`src/rtl/sdr_seq_pkg.sv`:
```
package sdr_seq_pkg;

  // Encoding is {ras_n, cas_n, we_n}
  typedef enum logic [2:0] {
    CMD_NOP = 3'b111,
    CMD_ACT = 3'b011,
    CMD_RD  = 3'b101,
    CMD_WR  = 3'b100,
    CMD_PRE = 3'b010
  } sdr_cmd_e;

  typedef enum logic [1:0] {
    SQ_IDLE     = 2'd0,
    SQ_PRE_WAIT = 2'd1,
    SQ_ACT_WAIT = 2'd2
  } seq_state_e;

endpackage

```
`src/rtl/sdr_bank_table.sv`:
```
module sdr_bank_table #(
  parameter int BANK_W = 2,
  parameter int ROW_W  = 13
) (
  input  logic              clk,
  input  logic              rst_n,
  input  logic [BANK_W-1:0] look_bank,
  input  logic [ROW_W-1:0]  look_row,
  output logic              look_open,
  output logic              look_hit,
  input  logic              set_en,
  input  logic              clr_en,
  input  logic [BANK_W-1:0] upd_bank,
  input  logic [ROW_W-1:0]  upd_row
);

  localparam int BANKS = 1 << BANK_W;

  logic             valid_q [BANKS];
  logic [ROW_W-1:0] row_q   [BANKS];

  for (genvar b = 0; b < BANKS; b++) begin : g_bank
    logic sel;
    logic valid_d;
    assign sel = (upd_bank == BANK_W'(b));

    always_comb begin
      valid_d = valid_q[b];
      if (sel && set_en) valid_d = 1'b1;
      if (sel && clr_en) valid_d = 1'b0;
    end

    always_ff @(posedge clk or negedge rst_n) begin
      if (!rst_n) begin
        valid_q[b] <= 1'b0;
        row_q[b]   <= '0;
      end else begin
        valid_q[b] <= valid_d;
        if (sel && set_en) row_q[b] <= upd_row;
      end
    end
  end

  assign look_open = valid_q[look_bank];
  assign look_hit  = valid_q[look_bank] && (row_q[look_bank] == look_row);


  set_clr_excl_chk: assert property (@(posedge clk) disable iff (!rst_n)
    !(set_en && clr_en));

endmodule

```
`src/rtl/sdr_gap_timer.sv`:
```
module sdr_gap_timer #(
  parameter int CNT_W = 2
) (
  input  logic             clk,
  input  logic             rst_n,
  input  logic             load,
  input  logic [CNT_W-1:0] load_val,
  output logic             done
);

  logic [CNT_W-1:0] cnt_q;
  logic [CNT_W-1:0] cnt_d;

  always_comb begin
    cnt_d = cnt_q;
    if (load)               cnt_d = load_val;
    else if (cnt_q != '0)   cnt_d = cnt_q - 1'b1;
  end

  always_ff @(posedge clk or negedge rst_n) begin
    if (!rst_n) cnt_q <= '0;
    else        cnt_q <= cnt_d;
  end

  assign done = (cnt_q == '0);

endmodule

```
`src/rtl/sdr_cmd_reg.sv`:
```
module sdr_cmd_reg
  import sdr_seq_pkg::*;
#(
  parameter int ADDR_W = 13,
  parameter int BANK_W = 2
) (
  input  logic              clk,
  input  logic              rst_n,
  input  sdr_cmd_e          nxt_cmd,
  input  logic [ADDR_W-1:0] nxt_addr,
  input  logic [BANK_W-1:0] nxt_bank,
  output logic              ras_n,
  output logic              cas_n,
  output logic              we_n,
  output logic [ADDR_W-1:0] addr,
  output logic [BANK_W-1:0] bank
);

  sdr_cmd_e          cmd_q;
  logic [ADDR_W-1:0] addr_q;
  logic [BANK_W-1:0] bank_q;

  always_ff @(posedge clk or negedge rst_n) begin
    if (!rst_n) begin
      cmd_q  <= CMD_NOP;
      addr_q <= '0;
      bank_q <= '0;
    end else begin
      cmd_q  <= nxt_cmd;
      addr_q <= nxt_addr;
      bank_q <= nxt_bank;
    end
  end

  assign {ras_n, cas_n, we_n} = cmd_q;
  assign addr = addr_q;
  assign bank = bank_q;

endmodule

```
`src/rtl/sdram_row_sequencer.sv`:
```
module sdram_row_sequencer
  import sdr_seq_pkg::*;
#(
  parameter int BANK_W = 2,
  parameter int ROW_W  = 13,
  parameter int COL_W  = 10,
  parameter int T_RCD  = 2,
  parameter int T_RP   = 2
) (
  input  logic              clk,
  input  logic              rst_n,
  input  logic              req_valid,
  output logic              req_ready,
  input  logic              req_write,
  input  logic [BANK_W-1:0] req_bank,
  input  logic [ROW_W-1:0]  req_row,
  input  logic [COL_W-1:0]  req_col,
  output logic              cmd_ras_n,
  output logic              cmd_cas_n,
  output logic              cmd_we_n,
  output logic [ROW_W-1:0]  cmd_addr,
  output logic [BANK_W-1:0] cmd_bank
);

  localparam int ADDR_W  = ROW_W;
  localparam int GAP_MAX = (T_RCD > T_RP) ? T_RCD : T_RP;
  localparam int CNT_W   = (GAP_MAX < 2) ? 1 : $clog2(GAP_MAX);
  localparam logic [CNT_W-1:0] RCD_LOAD = CNT_W'(T_RCD - 1);
  localparam logic [CNT_W-1:0] RP_LOAD  = CNT_W'(T_RP - 1);

  seq_state_e state_q, state_d;

  logic              pend_wr_q;
  logic [BANK_W-1:0] pend_bank_q;
  logic [ROW_W-1:0]  pend_row_q;
  logic [COL_W-1:0]  pend_col_q;

  logic accept;
  logic latch_en;
  logic row_open, row_hit;
  logic set_en, clr_en;
  logic [BANK_W-1:0] upd_bank;
  logic [ROW_W-1:0]  upd_row;
  logic tmr_load, tmr_done;
  logic [CNT_W-1:0] tmr_val;

  sdr_cmd_e          nxt_cmd;
  logic [ADDR_W-1:0] nxt_addr;
  logic [BANK_W-1:0] nxt_bank;

  assign req_ready = (state_q == SQ_IDLE);
  assign accept    = req_valid && req_ready;

  assign upd_bank = (state_q == SQ_IDLE) ? req_bank : pend_bank_q;
  assign upd_row  = (state_q == SQ_IDLE) ? req_row  : pend_row_q;

  sdr_bank_table #(.BANK_W(BANK_W), .ROW_W(ROW_W)) u_table (
    .clk       (clk),
    .rst_n     (rst_n),
    .look_bank (req_bank),
    .look_row  (req_row),
    .look_open (row_open),
    .look_hit  (row_hit),
    .set_en    (set_en),
    .clr_en    (clr_en),
    .upd_bank  (upd_bank),
    .upd_row   (upd_row)
  );

  sdr_gap_timer #(.CNT_W(CNT_W)) u_timer (
    .clk      (clk),
    .rst_n    (rst_n),
    .load     (tmr_load),
    .load_val (tmr_val),
    .done     (tmr_done)
  );

  sdr_cmd_reg #(.ADDR_W(ADDR_W), .BANK_W(BANK_W)) u_cmd (
    .clk      (clk),
    .rst_n    (rst_n),
    .nxt_cmd  (nxt_cmd),
    .nxt_addr (nxt_addr),
    .nxt_bank (nxt_bank),
    .ras_n    (cmd_ras_n),
    .cas_n    (cmd_cas_n),
    .we_n     (cmd_we_n),
    .addr     (cmd_addr),
    .bank     (cmd_bank)
  );

  // Next-state and command selection
  always_comb begin
    state_d  = state_q;
    nxt_cmd  = CMD_NOP;
    nxt_addr = '0;
    nxt_bank = '0;
    set_en   = 1'b0;
    clr_en   = 1'b0;
    tmr_load = 1'b0;
    tmr_val  = '0;
    latch_en = 1'b0;
    case (state_q)
      SQ_IDLE: begin
        if (accept) begin
          latch_en = 1'b1;
          nxt_bank = req_bank;
          if (row_hit) begin
            nxt_cmd  = req_write ? CMD_WR : CMD_RD;
            nxt_addr = ADDR_W'(req_col);
          end else if (row_open) begin
            nxt_cmd  = CMD_PRE;
            clr_en   = 1'b1;
            tmr_load = 1'b1;
            tmr_val  = RP_LOAD;
            state_d  = SQ_PRE_WAIT;
          end else begin
            nxt_cmd  = CMD_ACT;
            nxt_addr = req_row;
            set_en   = 1'b1;
            tmr_load = 1'b1;
            tmr_val  = RCD_LOAD;
            state_d  = SQ_ACT_WAIT;
          end
        end
      end
      SQ_PRE_WAIT: begin
        if (tmr_done) begin
          nxt_cmd  = CMD_ACT;
          nxt_addr = pend_row_q;
          nxt_bank = pend_bank_q;
          set_en   = 1'b1;
          tmr_load = 1'b1;
          tmr_val  = RCD_LOAD;
          state_d  = SQ_ACT_WAIT;
        end
      end
      SQ_ACT_WAIT: begin
        if (tmr_done) begin
          nxt_cmd  = pend_wr_q ? CMD_WR : CMD_RD;
          nxt_addr = ADDR_W'(pend_col_q);
          nxt_bank = pend_bank_q;
          state_d  = SQ_IDLE;
        end
      end
      default: state_d = SQ_IDLE;
    endcase
  end

  always_ff @(posedge clk or negedge rst_n) begin
    if (!rst_n) begin
      state_q     <= SQ_IDLE;
      pend_wr_q   <= 1'b0;
      pend_bank_q <= '0;
      pend_row_q  <= '0;
      pend_col_q  <= '0;
    end else begin
      state_q <= state_d;
      if (latch_en) begin
        pend_wr_q   <= req_write;
        pend_bank_q <= req_bank;
        pend_row_q  <= req_row;
        pend_col_q  <= req_col;
      end
    end
  end

  // Observed command on the bus
  logic [2:0] bus_cmd;
  logic bus_nop, bus_act, bus_pre, bus_col;
  assign bus_cmd = {cmd_ras_n, cmd_cas_n, cmd_we_n};
  assign bus_nop = (bus_cmd == 3'b111);
  assign bus_act = (bus_cmd == 3'b011);
  assign bus_pre = (bus_cmd == 3'b010);
  assign bus_col = (bus_cmd == 3'b101) || (bus_cmd == 3'b100);


  cmd_legal_chk: assert property (@(posedge clk) disable iff (!rst_n)
    bus_nop || bus_act || bus_pre || bus_col);


  act_gap_chk: assert property (@(posedge clk) disable iff (!rst_n)
    bus_act |=> ((T_RCD > 1) ? bus_nop : bus_col));


  pre_gap_chk: assert property (@(posedge clk) disable iff (!rst_n)
    bus_pre |=> ((T_RP > 1) ? bus_nop : bus_act));


  hit_direct_chk: assert property (@(posedge clk) disable iff (!rst_n)
    (accept && row_hit) |=> (bus_col && cmd_bank == $past(req_bank)));

endmodule

```
`config.mk`:
```
export PLATFORM = sky130hd
export DESIGN_NAME = sdram_row_sequencer
export DESIGN_NICKNAME = d
export VERILOG_FILES = /design/src/rtl/sdr_seq_pkg.sv /design/src/rtl/sdr_bank_table.sv /design/src/rtl/sdr_gap_timer.sv /design/src/rtl/sdr_cmd_reg.sv /design/src/rtl/sdram_row_sequencer.sv
export SDC_FILE = /design/constraint.sdc
export NUM_CORES = 1
export LEC_CHECK = 0
export BUFFER_PORTS_ARGS = -buffer_cell sky130_fd_sc_hd__buf_2
export CORE_MARGIN = 2
export CORE_UTILIZATION = 55
export CTS_BUF_LIST = sky130_fd_sc_hd__clkbuf_8
export DETAILED_ROUTE_END_ITERATION = 6
export PLACE_DENSITY_LB_ADDON = 0.08
export SLEW_MARGIN = 20
export SYNTH_ARGS = -nofsm -noshare
export SYNTH_HDL_FRONTEND = slang
export SYNTH_HIERARCHICAL = 1
export SYNTH_SLANG_ARGS = --single-unit
```
`constraint.sdc`:
```
create_clock -name clk -period 3 [get_ports clk]
set_input_delay 0.15 -clock clk [delete_from_list [all_inputs] [get_ports clk]]
set_output_delay 0.15 -clock clk [all_outputs]
set_load 0.05 [all_outputs]
```
### Word level (Yosys, flattened, before mapping)

Cells that the tools add are included.

* flip-flop bits (word level): 103
* input bits: 29
* output and inout port bits: 19

* $add $sub $neg: 1
* magnitude comparators: 1
* equality and inequality tests: 10
* muxes and demuxes: 55
* bitwise logic cells: 1
* reductions and logical operators: 18

Operators with widths (number)
* 13-bit 2-to-1 mux: 7
* 13-bit one-hot mux with 3 select lines: 1
* 1-bit 2-to-1 mux: 27
* 13-bit binary-select mux with 2-bit select: 1
* 2-bit 2-to-1 mux: 9
* 13-bit == test: 1
* 1-bit logical AND: 10
* 10-bit 2-to-1 mux: 1
* 3-bit 2-to-1 mux: 3
* 3-bit one-hot mux with 3 select lines: 1
* 2-bit nonzero test: 4
* 2-bit == test, second input constant: 3
* 2-bit inequality test, second input constant: 3
* 2-bit one-hot mux with 3 select lines: 1
* 2-bit by 1-bit == test with 1-bit output, second input constant: 2
* 2-bit zero test: 2
* 1-bit one-hot mux with 2 select lines: 2
* 2-bit one-hot mux with 2 select lines: 1
* 4-bit AND reduction: 1
* 3-bit greater-or-equal comparator, second input constant: 1
* 2-bit inverter with 3-bit output: 1
* 1-bit binary-select mux with 2-bit select: 1
* 2-bit by 1-bit inequality test with 1-bit output, second input constant: 1
* 2-bit OR reduction: 1
* 1-bit subtractor, second input constant: 1

### Depth between registers and ports, before layout

Gate-level depths: netlist of run 1.

* depth after elaboration: 12
* gate-level depth with buffers: 11
* depth with buffers taken out: 8

### By module

The synthesis of run 1 kept the hierarchy.

Modules (own cells, without submodules)
* sdr_bank_table: instances 1, cells each 168, area each 2656.3 um^2
* sdram_row_sequencer: instances 1, cells each 159, area each 1793.0 um^2
* sdr_cmd_reg: instances 1, cells each 18, area each 454.2 um^2
* sdr_gap_timer: instances 1, cells each 3, area each 35.0 um^2

### Worst setup path after synthesis of run 1

OpenSTA, ideal clock, no wires.

* path kind: reg-to-reg
* from: register state_q[0]
* to: register u_table/row_q[42] (netlist name)
* arrival time: 3.036 ns
* required time: 2.875 ns
* path slack: -0.161 ns
* stages on the path, launching flop included: 10
* buffers on the path: 4
* period minus slack after synthesis: 3.161 ns
* path through: dfrtp_1 inv_1 ha_1 buf_2 buf_2 mux2_2 clkbuf_1 nor3b_1 buf_2 mux2_2

* elaborated cells on any way between the ends: 9
* those cells by class: 1 x eq/ne; 4 x mux; 4 x reduce/logical

RTL lines
* start, declared: RTL line sdram_row_sequencer.sv:31 `seq_state_e state_q, state_d;`
* start signal, assigned: RTL line sdram_row_sequencer.sv:157 `state_q <= state_d;`
* 2-bit zero test: RTL line sdram_row_sequencer.sv:51 `assign req_ready = (state_q == SQ_IDLE);`
* via req_ready: RTL line sdram_row_sequencer.sv:13 `output logic req_ready,`
* 2-bit 2-to-1 mux: RTL line sdram_row_sequencer.sv:54 `assign upd_bank = (state_q == SQ_IDLE) ? req_bank : pend_bank_q;`
* via upd_bank[0]: RTL line sdram_row_sequencer.sv:42 `logic [BANK_W-1:0] upd_bank;`
* 2-bit zero test: RTL line sdr_bank_table.sv:25 `assign sel = (upd_bank == BANK_W'(b));`
* 1-bit logical AND: RTL line sdr_bank_table.sv:39 `if (sel && set_en) row_q[b] <= upd_row;`
* end signal, assigned by index: RTL line sdr_bank_table.sv:39
* end, declared: RTL line sdr_bank_table.sv:20 `logic [ROW_W-1:0] row_q [BANKS];`

The timed path passes the listed nets, and every way through them passes these cells.
A chain may end at the register's enable or synchronous reset.

### Worst setup path in the final report of run 1

* from: register u_table/row_q[30] (netlist name)
* to: register u_table/row_q[49] (netlist name)

* cells in the longest elaborated chain, start to end: 9

Ends and longest elaborated chain
* 13-bit binary-select mux with 2-bit select: RTL line sdr_bank_table.sv:45 `assign look_hit = valid_q[look_bank] && (row_q[look_bank] == look_row);`
* 13-bit 2-to-1 mux (implied by the code) (2 in series): RTL line sdr_bank_table.sv:45
* 13-bit == test: RTL line sdr_bank_table.sv:45
* 1-bit logical AND: RTL line sdr_bank_table.sv:45
* via row_hit: RTL line sdram_row_sequencer.sv:40 `logic row_open, row_hit;`
* 1-bit 2-to-1 mux: RTL line sdram_row_sequencer.sv:107 `if (row_hit) begin`
* 1-bit 2-to-1 mux: RTL line sdram_row_sequencer.sv:104 `if (accept) begin`
* 1-bit one-hot mux with 2 select lines: RTL line sdram_row_sequencer.sv:102 `case (state_q)`
* via set_en: RTL line sdram_row_sequencer.sv:41 `logic set_en, clr_en;`
* 1-bit logical AND: RTL line sdr_bank_table.sv:39

The timed path passes the listed nets, and every way through them passes these cells. The select of a mux whose other input is x is not followed.

==> results.sh, run 1 <==
export IMPL_vdd_ir_drop_max_mv=0.4219
export IMPL_initial_utilization_pct=56.63
export IMPL_cts_buffers=9
export IMPL_setup_violations=0
export IMPL_synth_area_um2=4938
export IMPL_critPathRequiredTime_ps=3270
export IMPL_drc=0
export IMPL_layout_worst_path_cycle_share_pct=89.57
export IMPL_yosys_warnings=6
export IMPL_grt_pass1_wl_um=16080
export IMPL_post_dp_hpwl_um=6988
export IMPL_ant_nets=0
export IMPL_numClockSinks=103
export IMPL_clock_root_buffer="clkbuf_8"
export IMPL_async_reset_ff_share_pct=100.0
export IMPL_cts_resized_gates=0
export IMPL_die_x_um=98.76
export IMPL_cts_clk_slew_worst_paths_ps=110
export IMPL_fillerInstances=692
export IMPL_io_buffers=47
export IMPL_avgRoutedWirePerCell_um=18.80
export IMPL_final_setup_skew_ps=17.35
export IMPL_area_delta_synth_final_pct=11.45
export IMPL_dieArea_um2=9753
export IMPL_p_leak_nw=2.507
export IMPL_place_congestion=0.7951
export IMPL_crit_family="multiplexers"
export IMPL_synth_seq_area_share_pct=52.27
export IMPL_grt_max_degree=60
export IMPL_clock_path_buffers=2
export IMPL_ios=48
export IMPL_grt_overflow=0
export IMPL_clk_latency_ps=380
export IMPL_timing_max_cap_violations=0
export IMPL_path_buf_inv=1
export IMPL_layout_min_cycle_time_ps=2687
export IMPL_via_count=2936
export IMPL_cts_tree="built"
export IMPL_hold_class="primary input to flip-flop"
export IMPL_grt_usage_pct=21.00
export IMPL_worstSetupPathType="flip-flop to flip-flop"
export IMPL_slew_viol_final=0
export IMPL_grt_pass1_vias=3130
export IMPL_status="complete, no violations"
export IMPL_tns_ps=0
export IMPL_synth_area_per_cell_um2=14.19
export IMPL_layout_commonest_cell="dfrtp_1"
export IMPL_core_area_um2=8721
export IMPL_mostFrequentLayoutCells="dfrtp_1, mux2_2, buf_2"
export IMPL_hold_violations=0
export IMPL_maxSlewHeadroom_pct=49.22
export IMPL_cts_setup_buffers=0
export IMPL_grt_antenna_before_repair=0
export IMPL_critPathMaxFanout=8
export IMPL_crit_path_max_incr_delay_ps=550
export IMPL_pwr_density_cell_nw_per_um2=1099
export IMPL_synthFlopType="dfrtp_1"
export IMPL_grt_setup_unrepaired="false"
export IMPL_end_kind="flip-flop"
export IMPL_whs_ps=18.73
export IMPL_final_nets=433
export IMPL_finalNonFillerCells=512
export IMPL_dr_pass1_iters=4
export IMPL_synth_edf_count=0
export IMPL_dp_cells=495
export IMPL_wirelength_um=9628
export IMPL_syn_inst=348
export IMPL_insertedDiodeCount=0
export IMPL_synth_fp_nets=382
export IMPL_critPathLaunchType="flip-flop"
export IMPL_drive_gt1_share_pct=44.80
export IMPL_die_h_um=98.76
export IMPL_cp_arrival_ps=2960
export IMPL_cts_max_level=3
export IMPL_synth_seq_cells=103
export IMPL_num_rows=34
export IMPL_worstPathCellList="mux4_1, xnor2_1, nand4_1, a2111oi_2, o31ai_1, nor3b_2, buf_4, mux2_2"
export IMPL_ys_types=41
export IMPL_post_drt_via_cell_ratio=5.734
export IMPL_max_freq_mhz=372.2
export IMPL_crit_slowest_cell="mux4_1"
export IMPL_cts_hold_repair_buffers=1
export IMPL_worst_pin_slew_ps=756.0
export IMPL_drt_iter0_markers=85
-- cells in the mapped netlist, types with 3 or more instances --
library cell | n | area, um2
nand3_1 | 8 | 40.04
nand4_1 | 3 | 18.77
buf_6 | 3 | 33.78
mux4_2 | 4 | 90.09
clkbuf_1 | 6 | 22.52
mux2_2 | 86 | 968.4
mux2_4 | 5 | 75.07
a221o_1 | 10 | 100.1
mux2i_1 | 7 | 70.07
ha_1 | 5 | 62.56
buf_2 | 8 | 40.04
nor2_1 | 12 | 45.04
a32o_1 | 3 | 30.03
dfrtp_1 | 100 | 2502
xnor2_1 | 13 | 113.9
dfstp_2 | 3 | 78.83
nand2b_1 | 3 | 18.77
inv_1 | 11 | 41.29
nand2_1 | 11 | 41.29
a22oi_1 | 10 | 75.07
a21oi_1 | 4 | 20.02
mux4_1 | 8 | 210.2
-- final cells by class --
cell class | count | area, um2 | share of cell area, %
sequential | 103 | 2581 | 46.90
multi-input combinational | 213 | 2178 | 39.58
inverter | 11 | 41.29 | 0.7502
clock buffer | 9 | 123.9 | 2.251
tap | 108 | 135.1 | 2.455
timing repair buffer | 61 | 382.9 | 6.956
clock inverter | 7 | 61.31 | 1.114
-- registers in the layout, indices dropped and copies added, names as in the netlist --
name             count
state_q              2
u_cmd/bank           2
u_table/row_q       52
u_table/valid_q      4
pend_col_q          10
pend_row_q          13
u_timer/cnt_q        1
u_cmd/cmd_q          3
u_cmd/addr          13
pend_wr_q            1
pend_bank_q          2
-- metrics by stage --
stage | setup WS [ps] | utilization (%) | instance area, um2 | power, W
after floorplan | 168.1 | - | 4946 | 0.004587
after global placement | 87.41 | 60.88 | 5309 | 0.005162
final | 312.9 | 63.11 | 5504 | 0.006049
after global routing | 151.5 | 63.11 | 5504 | 0.006438
after detailed placement | 15.97 | 60.88 | 5309 | 0.005262
after CTS | 289.2 | 63.11 | 5504 | 0.006103
-- worst paths after layout --
check	slack, ps	from	to	cells past startpoint
worst max-delay path	310	u_table/row_q[30]	u_table/row_q[49]	8
min in group asynchronous	320	rst_n	state_q[1]	2
worst max register to register	310	u_table/row_q[30]	u_table/row_q[49]	8
max in group asynchronous	1950	rst_n	u_cmd/cmd_q[0]	3
worst min-delay path	20	req_col[5]	pend_col_q[5]	2
worst min register to register	510	u_table/row_q[28]	u_table/row_q[28]	1
-- report_power, final --
part	switching, W	internal [W]	leakage, nW
Combinational	0.00145	0.00136	1.16
Sequential	0.000333	0.00207	1.25
Clock	0.000510	0.000319	0.0940
Total	0.00229	0.00376	2.51
-- layer usage --
metal	track usage, %	vias to the layer above	share of wire (%)
met3	4.681	9	3.4
met1	30.50	1484	48
li1	-	1390	-
met4	5.479	0	0.86
met5	0	-	0
met2	32.43	53	47
-- kinds of logic (layout without fill, tap and decap cells) --
kind of cell / Yosys count / in the layout / synth area share (%)
buffers and inverters: 32 / 88 / 3.775
adder cells (fa/ha/maj): 5 / 5 / 1.267
XOR/XNOR: 15 / 15 / 2.660
AO/OA/AOI/OAI: 37 / 37 / 6.258
multiplexers: 110 / 110 / 28.63
AND/OR/NAND/NOR: 46 / 46 / 5.143
flip-flops: 103 / 103 / 52.27
Note: power is estimated with default switching activity, not from simulation.
==> run 2: changes to the inputs <==
- ABC_AREA: not set -> 0
- RECOVER_POWER: not set -> 100
==> run 2 against run 1 <==
Clock skew fell by 1.5 ps. Sequential share of layout area rose by 0.48 points. Final cell count did not move. Wire length rose by 0.38%. Critical path depth fell by 1. Count of clock-buffer cells in the layout did not move. Total power fell by 1.1%. Worst setup slack got worse by 36 ps. Non-clock buffer count did not move. Critical endpoint is now u_table/row_q[48].
==> results.sh, run 2 (synthesized netlist as in run 1, its figures left out) <==
export IMPL_grt_max_degree=60
export IMPL_grt_antenna_before_repair=0
export IMPL_post_place_ws_ps=15.97
export IMPL_cts_max_level=3
export IMPL_worst_pin_slew_ps=1151
export IMPL_hold_class="primary input to flip-flop"
export IMPL_cp_arrival_ps=2990
export IMPL_top_register="u_table/row_q"
export IMPL_area_delta_synth_final_pct=10.31
export IMPL_core_area_um2=8721
export IMPL_worstSetupPathType="flip-flop to flip-flop"
export IMPL_drive_gt1_share_pct=38.37
export IMPL_pwr_density_cell_nw_per_um2=1098
export IMPL_clock_root_buffer="clkbuf_8"
export IMPL_cts_hold_repair_buffers=1
export IMPL_crit_family="adder cells"
export IMPL_slew_viol_final=0
export IMPL_initial_utilization_pct=56.63
export IMPL_ios=48
export IMPL_setup_violations=0
export IMPL_wirelength_um=9665
export IMPL_p_leak_nw=2.411
export IMPL_rr_worst_depth=7
export IMPL_layout_worst_path_cycle_share_pct=90.76
export IMPL_num_rows=34
export IMPL_ant_nets=0
export IMPL_grt_pass1_wl_um=16080
export IMPL_dr_pass1_iters=5
export IMPL_cts_tree="built"
export IMPL_layout_setup_ws_ps=277.3
export IMPL_post_dp_hpwl_um=6988
export IMPL_grt_overflow=0
export IMPL_layout_commonest_cell="dfrtp_1"
export IMPL_largest_reg_flops=52
export IMPL_grt_setup_unrepaired="false"
export IMPL_insertedDiodeCount=0
export IMPL_place_congestion=0.7951
export IMPL_status="complete, no violations"
export IMPL_critical_path_depth=7
export IMPL_critPathMaxFanout=16
export IMPL_final_setup_skew_ps=15.86
export IMPL_cts_setup_buffers=0
export IMPL_clk_latency_ps=380
export IMPL_avgRoutedWirePerCell_um=18.88
export IMPL_post_drt_via_cell_ratio=5.742
export IMPL_hold_violations=0
export IMPL_cts_buffers=9
export IMPL_dieArea_um2=9753
export IMPL_mostFrequentLayoutCells="dfrtp_1, mux2_2, buf_2"
export IMPL_die_h_um=98.76
export IMPL_io_buffers=47
export IMPL_grt_pass1_vias=3130
export IMPL_crit_path_max_incr_delay_ps=600
export IMPL_worstPathCellList="inv_1, ha_1, nand2_4, o31ai_1, nor3b_2, clkbuf_2, mux2_2"
export IMPL_via_count=2940
export IMPL_drc=0
export IMPL_path_buf_inv=2
export IMPL_cts_resized_gates=0
export IMPL_maxSlewHeadroom_pct=23.28
export IMPL_critPathRequiredTime_ps=3270
export IMPL_timing_max_cap_violations=0
export IMPL_clock_path_buffers=2
export IMPL_cts_clk_slew_worst_paths_ps=100
export IMPL_end_kind="flip-flop"
export IMPL_max_freq_mhz=367.3
export IMPL_final_nets=433
export IMPL_drt_iter0_markers=105
export IMPL_numClockSinks=103
export IMPL_grt_usage_pct=21.00
export IMPL_critPathLaunchType="flip-flop"
export IMPL_tns_ps=0
export IMPL_crit_slowest_cell="ha_1"
export IMPL_vdd_ir_drop_max_mv=0.4223
export IMPL_layout_min_cycle_time_ps=2723
export IMPL_die_x_um=98.76
export IMPL_hold_depth=2
## run 2: changes by cell type in the layout (fill, tap and decap cells not counted), sizes merged
cell    before  now
buf         60   36
clkbuf       9   33
## run 2: metal layers
metal,track usage (%),share of wire [%],up-vias
li1,-,-,1388
met1,30.50,48,1482
met2,32.43,47,64
met3,4.681,4.5,6
met4,5.479,0.43,0
met5,0,0,-
## run 2: final timing paths
path,from,endpoint,slack [ps]
worst max-delay path,state_q[0],u_table/row_q[48],280
worst min-delay path,req_col[5],pend_col_q[5],5
worst max register to register,state_q[0],u_table/row_q[48],280
worst min register to register,u_table/row_q[37],u_table/row_q[37],510
max in group asynchronous,rst_n,u_cmd/cmd_q[0],1570
min in group asynchronous,rst_n,state_q[1],530
## run 2: report_power, final
| part | total, W | internal (W) | switching [W] |
|---|---|---|---|
| sequential | 0.00241 | 0.00207 | 0.000333 |
| combinational | 0.00274 | 0.00129 | 0.00145 |
| clock | 0.000834 | 0.000319 | 0.000514 |
## run 2: area by class of cell
type                            count  area (um2)
Tap cell                          108       135.1
Fill cell                         717        3273
Clock inverter                      7       61.31
Inverter                           11       41.29
Clock buffer                        9       123.9
Sequential cell                   103        2581
Multi-Input combinational cell    213        2161
Timing Repair Buffer               61       344.1
## run 2: stage by stage
step           total power (W)  util [%]  hold slack, ps  cells  instance area (um2)
3_5_place_dp          0.005262     60.88           184.7    495                 5309
2_1_floorplan         0.004587         -          -145.6    348                 4946
4_1_cts               0.006103     63.11           6.160    512                 5504
5_1_grt               0.006366     62.47           9.259    512                 5448
3_3_place_gp          0.005162     60.88           186.0    495                 5309
6_report              0.005983     62.47           4.737    512                 5448
==> run 3: changes to the inputs <==
- GPL_ROUTABILITY_DRIVEN: not set -> 0
- PLACE_DENSITY_LB_ADDON: 0.08 -> 0.1
==> run 3 against run 2 <==
The run now ends with max-capacitance violations, max-slew violations left. Worst setup slack better by 21 ps. Maximum frequency up 0.78%. Clock power up 2%. Die area is the same. Global-route usage grew 0.11 points. Critical endpoint is now u_table/row_q[12]. Sequential power about the same. Combinational power is essentially flat. Largest cell class unchanged. Critical path depth rose by 1. First-iteration DRC count up 62%. Register-to-register slack gained 20 ps. Non-clock buffer count unchanged.
==> results.sh, run 3 (synthesized netlist as in run 1, its figures left out) <==
export IMPL_status="finished, violations left"
export IMPL_violations="max-capacitance violations, max-slew violations"
export IMPL_maxSlewHeadroom_pct=-43.10
export IMPL_startpoint="u_table/row_q[36]"
export IMPL_critPathRequiredTime_ps=3250
export IMPL_largest_reg_flops=52
export IMPL_whs_ps=13.16
export IMPL_crit_path_max_incr_delay_ps=530
export IMPL_dp_cells=495
export IMPL_post_dp_hpwl_um=6757
export IMPL_die_x_um=98.76
export IMPL_grt_antenna_before_repair=0
export IMPL_crit_slowest_cell="mux4_1"
export IMPL_p_leak_nw=2.414
export IMPL_io_buffers=47
export IMPL_drc=0
export IMPL_ant_nets=0
export IMPL_die_h_um=98.76
export IMPL_area_delta_synth_final_pct=10.39
export IMPL_hold_path_startpoint="req_col[5]"
export IMPL_finalNonFillerCells=512
export IMPL_fillerInstances=700
export IMPL_ios=48
export IMPL_insertedDiodeCount=0
export IMPL_drive_gt1_share_pct=37.87
export IMPL_post_place_ws_ps=36.49
export IMPL_hold_class="primary input to flip-flop"
export IMPL_grt_max_degree=91
export IMPL_cts_clk_slew_worst_paths_ps=100
export IMPL_worst_pin_slew_ps=2146
export IMPL_grt_usage_pct=21.11
export IMPL_final_setup_skew_ps=12.07
export IMPL_path_buf_inv=1
export IMPL_cts_buffers=9
export IMPL_vdd_ir_drop_max_mv=0.5118
export IMPL_r2r_start="u_table/row_q[36]"
export IMPL_clock_root_buffer="clkbuf_8"
export IMPL_critPathLaunchType="flip-flop"
export IMPL_via_count=3033
export IMPL_slew_viol_final=91
export IMPL_end_kind="flip-flop"
export IMPL_layout_setup_ws_ps=298.5
export IMPL_cts_resized_gates=0
export IMPL_dieArea_um2=9753
export IMPL_cts_tree="built"
export IMPL_layout_commonest_cell="dfrtp_1"
export IMPL_regArea_um2=2581
export IMPL_pwr_density_cell_nw_per_um2=1100
export IMPL_hold_violations=0
export IMPL_mostFrequentLayoutCells="dfrtp_1, mux2_2, buf_2"
export IMPL_layout_min_cycle_time_ps=2702
export IMPL_timing_max_cap_violations=1
export IMPL_num_rows=34
export IMPL_grt_pass1_vias=2989
export IMPL_setup_violations=0
export IMPL_initial_utilization_pct=56.63
export IMPL_post_drt_via_cell_ratio=5.924
export IMPL_dr_pass1_iters=4
export IMPL_wirelength_um=9719
export IMPL_grt_overflow=0
export IMPL_clock_path_buffers=2
export IMPL_cp_arrival_ps=2950
export IMPL_power_w=0.005999
export IMPL_tns_ps=0
export IMPL_numClockSinks=103
export IMPL_max_freq_mhz=370.2
export IMPL_worstPathCellList="mux4_1, xnor2_1, nand4_1, a2111oi_2, o31ai_1, nand3_1, clkbuf_1, mux2_2"
export IMPL_core_area_um2=8721
export IMPL_grt_pass1_wl_um=15970
export IMPL_final_nets=433
export IMPL_avgRoutedWirePerCell_um=18.98
export IMPL_multi_input_area_um2=2153
export IMPL_cts_max_level=3
export IMPL_layout_worst_path_cycle_share_pct=90.05
export IMPL_top_register="u_table/row_q"
export IMPL_crit_family="multiplexers"
export IMPL_drt_iter0_markers=170
export IMPL_cts_setup_buffers=0
export IMPL_cts_hold_repair_buffers=0
export IMPL_critPathMaxFanout=4
export IMPL_clk_latency_ps=360
export IMPL_grt_setup_unrepaired="false"
export IMPL_worstSetupPathType="flip-flop to flip-flop"
==> run 3: cell count changes in the layout (fill, tap and decap cells not counted), sizes merged <==
cell / change
clkbuf: +4
clkinvlp: -1
buf: -1
inv: -2
==> run 3: path summary, 6_finish.rpt <==
kind / to / slack [ps] / cells past startpoint
min reg2reg: u_table/valid_q[3] / 500 / 1
min: pend_col_q[5] / 10 / 2
min in group asynchronous: state_q[0] / 930 / 2
max reg2reg: u_table/row_q[12] / 300 / 8
max in group asynchronous: u_cmd/addr[11] / 790 / 2
max: u_table/row_q[12] / 300 / 8
==> run 3: cell type report <==
cell class / count / share of cell area (%)
sequential: 103 / 47.35
multi-input combinational: 213 / 39.50
timing repair buffer: 61 / 6.243
clock buffer: 12 / 3.030
tap: 108 / 2.479
inverter: 11 / 0.7574
clock inverter: 4 / 0.6426
==> run 3: stage by stage <==
step | area (um2) | util (%)
floorplan | 4946 | -
global placement | 5309 | 60.88
detailed placement | 5309 | 60.88
CTS | 5509 | 63.17
global route | 5451 | 62.51
finish | 5451 | 62.51
==> run 3: metal layers <==
metal	vias up	routed length [um]	track usage (%)
li1	1389	-	-
met1	1560	4620	30.45
met2	77	4549	32.74
met3	7	467	3.972
met4	0	81	6.744
met5	-	0	0
==> run 3: report_power, final <==
part / internal [W] / total, W / switching (W) / leakage (nW)
registers: 0.00208 / 0.00241 / 0.000331 / 1.25
logic: 0.00129 / 0.00274 / 0.00145 / 1.06
clock network: 0.000379 / 0.000851 / 0.000472 / 0.104
total: 0.00375 / 0.00600 / 0.00225 / 2.41
